==> src/rtl/ldpc_circ_enc.sv <==
module ldpc_circ_enc #(
  parameter int SUB      = 8,
  parameter int SH_00    = 2,
  parameter int SH_01    = 3,
  parameter int SH_10    = 5,
  parameter int SH_11    = 7,
  parameter int ZERO_POS = 4
) (
  input  logic               clk,
  input  logic               rst_n,
  input  logic               in_valid,
  input  logic [2*SUB-1:0]   in_info,
  output logic               out_valid,
  output logic [4*SUB-1:0]   out_code
);
  localparam int K = 2 * SUB;
  localparam int N = 2 * K;

  function automatic int blk_shift(input int br, input int bc);
    case (br * 2 + bc)
      0:       return SH_00;
      1:       return SH_01;
      2:       return SH_10;
      default: return SH_11;
    endcase
  endfunction

  function automatic logic [K-1:0] row_mask(input int r);
    logic [K-1:0] m;
    m = '0;
    for (int bc = 0; bc < 2; bc++)
      if ((r / SUB) * 2 + bc != ZERO_POS)
        m[bc * SUB + ((r % SUB) + blk_shift(r / SUB, bc)) % SUB] = 1'b1;
    return m;
  endfunction

  logic [K-1:0] parity;

  for (genvar r = 0; r < K; r++) begin : g_par
    assign parity[r] = ^(in_info & row_mask(r));
  end

  always_ff @(posedge clk) begin
    if (!rst_n) begin
      out_valid <= 1'b0;
      out_code  <= '0;
    end else begin
      out_valid <= in_valid;
      if (in_valid) out_code <= {parity, in_info};
    end
  end

  logic [K-1:0] syndrome;
  for (genvar r = 0; r < K; r++) begin : g_syn
    assign syndrome[r] = out_code[K + r] ^ (^(out_code[K-1:0] & row_mask(r)));
  end

  assert_reset_quiet_R1: assert property (@(posedge clk)
    !rst_n |=> (!out_valid && out_code == '0));

  assert_valid_delay_R2: assert property (@(posedge clk) disable iff (!rst_n)
    $past(rst_n) |-> out_valid == $past(in_valid));

  assert_info_pass_R3: assert property (@(posedge clk) disable iff (!rst_n)
    in_valid |=> out_code[K-1:0] == $past(in_info));

  assert_zero_syndrome_R5: assert property (@(posedge clk) disable iff (!rst_n)
    out_valid |-> syndrome == '0);

  assert_hold_idle_R7: assert property (@(posedge clk) disable iff (!rst_n)
    (!in_valid && $past(rst_n)) |=> $stable(out_code));

  initial begin
    assert_param_range_R6: assert (ZERO_POS >= 0 && ZERO_POS <= 4 && N == 4 * SUB)
      else $error("ZERO_POS out of range");
  end
endmodule

==> config.mk <==
export PLATFORM = sky130hd
export DESIGN_NAME = ldpc_circ_enc
export DESIGN_NICKNAME = d
export VERILOG_FILES = /design/src/rtl/ldpc_circ_enc.sv
export SDC_FILE = /design/constraint.sdc
export NUM_CORES = 1
export LEC_CHECK = 0
export ABC_AREA = 0
export BUFFER_PORTS_ARGS = -buffer_cell sky130_fd_sc_hd__buf_2
export CORE_ASPECT_RATIO = 2
export CORE_MARGIN = 5
export CORE_UTILIZATION = 35
export DETAILED_ROUTE_END_ITERATION = 12
export PLACE_DENSITY_LB_ADDON = 0.2
export SETUP_SLACK_MARGIN = 0.1
export SYNTH_ARGS = -nofsm -noshare
export SYNTH_HDL_FRONTEND = slang
export SYNTH_SLANG_ARGS = --single-unit
==> constraint.sdc <==
create_clock -name clk -period 1.11 [get_ports clk]
set_clock_uncertainty 0.2 [all_clocks]
set_input_delay 0.0555 -clock clk [delete_from_list [all_inputs] [get_ports clk]]
set_output_delay 0.0555 -clock clk [all_outputs]
set_load 0.03 [all_outputs]
**Yosys cells after proc, flatten, opt, wreduce, memory -nomap -nowiden**

Index checks and enable logic that the tools add are counted.

- Reduce and logical (&&, ||, !) cells: 16

Operator list:

| cell | count |
|---|---|
| 16-bit XOR reduction | 16 |

- Output and inout bits: 33
- Register bits: 33
- Logic and storage cells: 18
- Input bits: 19

**Depth between registers and ports, before layout**

Gate-level depths: netlist (run 1).

- Word-level depth: 1
- Gate-level depth with buffers: 3
- Depth with buffers taken out: 2

**Worst setup path after synthesis (run 1)**

Ideal clock, no wire load.

- Kind: reg-to-reg
- Start point: register, netlist name out_code[31]
- End point: register out_code[31]
- Stages on the path, launching flop included: 3
- Arrival: 0.709 ns
- Data required time: 0.840 ns
- Period minus slack after synthesis: 0.978 ns
- Library setup time: 0.070 ns
- Buffers on the path: 0
- Slack: 0.132 ns
- Cells stage by stage: dfxtp_1 -> o21ai_0 -> a21oi_1

RTL lines:

| item | line | RTL |
|---|---|---|
| end signal: assignment | 49 | `if (in_valid) out_code <= {parity, in_info};` |
| end: declaration | 14 | `output logic [4*SUB-1:0] out_code` |

**Worst setup path in the final report (run 1)**

- Start point: input port in_info[0]
- End point: register out_code[22]

- Longest elaborated chain between the ends: 1

Ends and longest elaborated chain:

| item | line | RTL |
|---|---|---|
| start: declaration | 12 | `input logic [2*SUB-1:0] in_info,` |
| 16-bit XOR reduction | 40 | `assign parity[r] = ^(in_info & row_mask(r));` |

Every way passes these cells.
A chain may end at the register's enable or synchronous reset.

==> results of run 1 <==
[synth_stat cells]
cell      count
o21ai_1       2
xnor2_1      16
a21oi_1      16
o21ai_0      14
buf_4         2
buf_2         4
and2_1        1
buf_6         1
nor2b_1      16
dfxtp_1      33
clkbuf_1      1
mux2i_1      16
[worst min path at each step]
stage	to	depth (start not counted)	slack (ps)	start
final	out_code[12]	3	-110	in_info[12]
after global routing	out_code[29]	3	-80	in_info[12]
after CTS	out_code[12]	3	-110	in_info[12]
after detailed placement	out_code[12]	3	180	in_info[12]
after global placement	out_code[8]	3	170	in_info[8]
after floorplan	out_code[0]	1	-20	rst_n
[timing repair]
action / in CTS / in global routing
pin swaps: 0 / 14
hold endpoints to repair: 32 / 11
gates resized for setup: 97 / 41
setup endpoints to repair: 33 / 49
buffers inserted: 0 / 1
[cell families (layout without fill, tap and decap cells)]
logic type,Yosys count,count (layout),synth area share [%]
buffers and inverters,8,74,3.92
xor gates and xnor gates,16,16,11.0
muxes,16,16,12.5
DFF,33,33,51.7
AOI/OAI and AO/OA,32,32,12.5
and+or+nand+nor,17,17,8.33
[layout make-up]
class | instances | area, sq um | area share [%]
clock buffers | 7 | 86.3 | 3.87
multi-input cells | 81 | 679 | 30.5
flip-flops and latches | 33 | 702 | 31.5
well taps | 49 | 61.3 | 2.75
repair buffers | 67 | 701 | 31.4
[sequential cells by signal (all words and copies together), names as in the netlist]
signal	cells
out_code	32
out_valid	1
[worst reg2reg max path, stage by stage, from the launching register on]
cell and delay, ps:
dfxtp_2 320, buf_4 120, mux2i_1 120, nor2b_1 60
[through the flow]
stage	cell area (sq um)	cells	setup WS (ps)	hold WS (ps)	total power, mW
2_1_floorplan	1280	122	132	-16.3	1.68
3_3_place_gp	1580	216	126	170	1.85
3_5_place_dp	1580	216	91.4	181	1.86
4_1_cts	2040	236	83.9	-111	2.92
5_1_grt	2230	237	59.4	-76.9	3.12
6_report	2230	237	82.9	-106	2.97
[where the power goes]
group	switching [mW]	internal, mW	leakage [nW]
Combinational	0.366	0.376	0.678
Clock	0.396	0.491	0.0443
Sequential	0.0593	1.29	0.284
Total	0.822	2.15	1.01
[cells in the final DEF (no fill, tap or decap), drive strengths merged]
| cell type | synthesis | layout |
|---|---|---|
| buf | 7 | 54 |
| dfxtp | 33 | 33 |
| nor2b | 16 | 16 |
| mux2i | 16 | 16 |
| o21ai | 16 | 16 |
| a21oi | 16 | 16 |
| xnor2 | 16 | 16 |
| dlygate4sd3 | 0 | 7 |
| clkbuf | 1 | 7 |
| dlymetal6s4s | 0 | 6 |
| and2 | 1 | 1 |
[layer usage]
layer	routed length (um)	global-route usage, %	share of wire, %	vias to the layer above
met5	0	0	0	-
met4	74	7.68	2.3	0
met3	169	3.44	5.3	7
met2	1780	23.7	56	32
met1	1160	15.5	36	500
li1	-	-	-	545
==> metrics, run 1 <==
clk buf depth 2; pwr/cell area 1330 nW/um^2; Post-Syn Area 1280 sq um; status complete, but fails checks; Post-DRT Antenna Nets 0; first-pass GRT wire length 5180 um; R2R depth 3; Rows 31; area of the die 5030 sq um; DR DRC count 0; minimum clock period 1030 ps; Worst IR Drop VDD 997 uV; # hold bufs at CTS 13; Setup violations, final 0; Fin. Hold Viols 11; max incr delay on CP 570 ps; yosys warns 0; Vias per Instance 4.57; type of the tightest min-delay check in2reg; register bit total from synthesis 33; FF-to-FF setup slack 170 ps; Worst Max-Slew Pin Slew 433 ps; final net count 207; Avg Cell Area, Syn 10.5 sq um; Die Span Y 95.4 um; clk sinks 33; post-layout util 62.5%; Worst EP required 1070 ps; CTS tree built; violated checks negative hold slack; logic depth of the worst setup path including buffers 4; CP Cell Sequence dlygate4sd3_1, buf_6, xnor2_2, a21oi_2; Static Leak 1.01 nW; share of the synthesized area in the top cell type 51.7%; fill count 308; Area growth syn-to-layout 74.5%; Clock transition at path regs 60 ps; final WL 3180 um; initial antenna violation count 0; main area contributors after synthesis dfxtp_1, mux2i_1, xnor2_1; Unique masters post-synth 12; largest net degree at the start of global routing 34; num ports 52; Worst setup EP type flip-flop; TritonRoute pass-1 iters 3; sequential area share after synthesis 51.7%; max-slew violations 0; Die Width 52.7 um; Worst setup SP type primary input; worst r2r src out_code[0]; maximum clock frequency 974 MHz; I/O Buffers 51; RSZ-0062 raised after global routing yes; maxcap violations 0; Starting Density 35.8%; routed vias 1084; diodes inserted 0; CTS Buf Count 5; Critical Path End out_code[22]; Placer Congestion 0.710; slew margin rel. 71.2%; Syn Inst Count 122; clk_lat worst skew 280 ps; clock tree root buffer cell clkbuf_8; vias in the first global route 1127; total grt overflow 0; critical path type in2reg; top cell type by total area after synthesis dfxtp_1; hpwl dp 2130 um; syn nets 141; Worst setup startpoint in_info[0]; slowest CP cell dlygate4sd3_1; RR Endpoint out_code[0]; WP data arrival 990 ps; Fin Hold WS -106 ps; share of layout cells above drive strength 1 58.5%; All-Layer GR Usage 14.0%; delay-heaviest family, CP buffers and inverters; Worst Path Max Fanout 3; H-Tree Depth 2; 1st-iter DRT viols 11; core area 3570 sq um; setup tns final 0 ps; WP buf/inv 2; DR WL/cell 13.4 um; final period utilization 92.5%
Power figures use the tool's default switching activity.
==> run 2, diff against run 1 <==
--- a/config.mk
+++ b/config.mk
@@ -14,5 +14,7 @@
 export PLACE_DENSITY_LB_ADDON = 0.2
 export SETUP_SLACK_MARGIN = 0.1
+export SLEW_MARGIN = 25
 export SYNTH_ARGS = -nofsm -noshare
 export SYNTH_HDL_FRONTEND = slang
 export SYNTH_SLANG_ARGS = --single-unit
+export TNS_END_PERCENT = 30
==> constraint.sdc (replaced) <==
create_clock -name clk -period 1.11 [get_ports clk]
set_clock_uncertainty 0.2 [all_clocks]
set_input_delay 0.111 -clock clk [delete_from_list [all_inputs] [get_ports clk]]
set_output_delay 0.111 -clock clk [all_outputs]
set_load 0.03 [all_outputs]
==> run 2 against run 1 <==
Against the previous run:
- the flow still finishes with violations (negative hold slack)
- sequential power barely moved
- non-clock buffer count fell by 12
- count of clock-buffer cells in the layout did not move
- first-iteration DRC count fell by 55%
- clock power fell by 0.6%
- global-route usage fell by 0.52 points
- critical path type is now reg2out
- cell count fell by 5.1%
- largest power group unchanged
- maximum frequency fell by 3.7%
- critical path depth fell by 3
- final area fell by 13%
- register-to-register slack got worse by 30 ps
- largest cell class unchanged
- routed wire length fell by 7.0%
==> metrics, run 2 (synthesis gave the netlist of run 1 again) <==
status complete, but fails checks; violated checks negative hold slack; type of the tightest min-delay check in2reg; Fin. Hold Viols 32; commonest cells after routing, fill and taps aside dfxtp_2, buf_6, buf_2; slew margin rel. 86.6%; final net count 195; share of layout cells above drive strength 1 52.8%; Post-DRT Antenna Nets 0; WP buf/inv 1; final WL 2960 um; maximum clock frequency 938 MHz; Worst Max-Slew Pin Slew 199 ps; 1st-iter DRT viols 5; fill count 330; Clock transition at path regs 60 ps; DR WL/cell 13.2 um; Die Span Y 95.4 um; All-Layer GR Usage 13.5%; delay-heaviest family, CP flip-flops; Worst IR Drop VDD 967 uV; H-Tree Depth 2; maxcap violations 0; CTS Buf Count 5; Worst EP required 800 ps; clk_lat worst skew 280 ps; Largest Register out_code; core area 3570 sq um; largest net degree at the start of global routing 29; Largest register FFs 32; Fin Hold WS -56.9 ps; Static Leak 0.836 nW; area of the die 5030 sq um; Die Width 52.7 um; diodes inserted 0; RSZ-0062 raised after global routing yes; critical path type reg2out; I/O Buffers 51; clk sinks 33; max-slew violations 0; Worst setup SP type flip-flop; max incr delay on CP 350 ps; Setup violations, final 0; Layout Cell Area excl Fill 1940 sq um; total grt overflow 0; Area growth syn-to-layout 51.9%; Rows 31; Overall Power 2.85 mW; CP Cell Sequence buf_6; clock tree root buffer cell clkbuf_8; minimum clock period 1070 ps; num ports 52; Regs by FF count out_code x32, out_valid x1; setup tns final 0 ps; clk buf depth 2; dpl cell area 1600 sq um; Starting Density 35.8%; routed vias 1037; slowest CP cell dfxtp_2; vias in the first global route 1114; Worst Path Max Fanout 2; hpwl dp 2180 um; CTS tree built; final period utilization 96.1%; pwr/cell area 1470 nW/um^2; DR DRC count 0; initial antenna violation count 0; Vias per Instance 4.61; Worst setup EP type output port; WP data arrival 760 ps; Placer Congestion 0.692; TritonRoute pass-1 iters 2; first-pass GRT wire length 4990 um
[run 2: cell types whose count changed in the layout (fill, tap and decap cells not counted), moves of 6 or more]
cell	previous run	this run
a21oi_2	6	0
a21oi_1	10	16
buf_6	40	32
buf_2	10	18
xnor2_2	9	0
dlymetal6s4s_1	6	0
dlygate4sd3_1	7	0
xnor2_1	6	16
[run 2: metal layers]
metal  global-route usage [%]  part of all wire [%]  up-vias
li1                         -                     -      516
met5                        0                     0        -
met4                     7.25                   2.1        0
met1                     14.8                    38      482
met2                     21.9                    54       33
met3                     5.01                   6.2        6
[run 2: layout make-up]
type	instances	area, sq um	area share, %
Sequential cell	33	701	36.1
Clock buffer	7	86.3	4.45
Timing Repair Buffer	55	526	27.1
Tap cell	49	61.3	3.16
Multi-Input combinational cell	81	567	29.2
[run 2: metrics by stage]
step | utilization (%) | hold slack [ps] | setup slack, ps | instances
floorplan | - | 39.2 | 132 | 122
global placement | 45.0 | 225 | 108 | 217
detailed placement | 45.0 | 235 | 72.7 | 217
CTS | 54.0 | -63.1 | 30.1 | 224
global route | 54.4 | -52.4 | 13.8 | 225
finish | 54.4 | -56.9 | 43.7 | 225
[run 2: final timing paths]
kind	from	end	slack (ps)	cells past startpoint
worst max-delay path	out_code[4]	out_code[4]	40	1
worst min-delay path	in_info[12]	out_code[12]	-60	3
worst max register to register	out_code[31]	out_code[31]	140	3
worst min register to register	out_code[19]	out_code[19]	310	2
[run 2: worst min-delay path: stages]
cell	delay, ps
buf_2	110
mux2i_1	70
nor2b_1	90
[run 2: power by group]
group          leakage, nW  internal [mW]  switching (mW)
sequential           0.284           1.29          0.0573
combinational        0.508          0.296           0.333
clock               0.0443          0.491           0.391
[run 2: repair_timing]
action,CTS,global route
endpoints found under the setup margin,33,33
hold endpoints to repair,32,27
cloned,0,0
resized for setup,91,6
buffers inserted,0,1
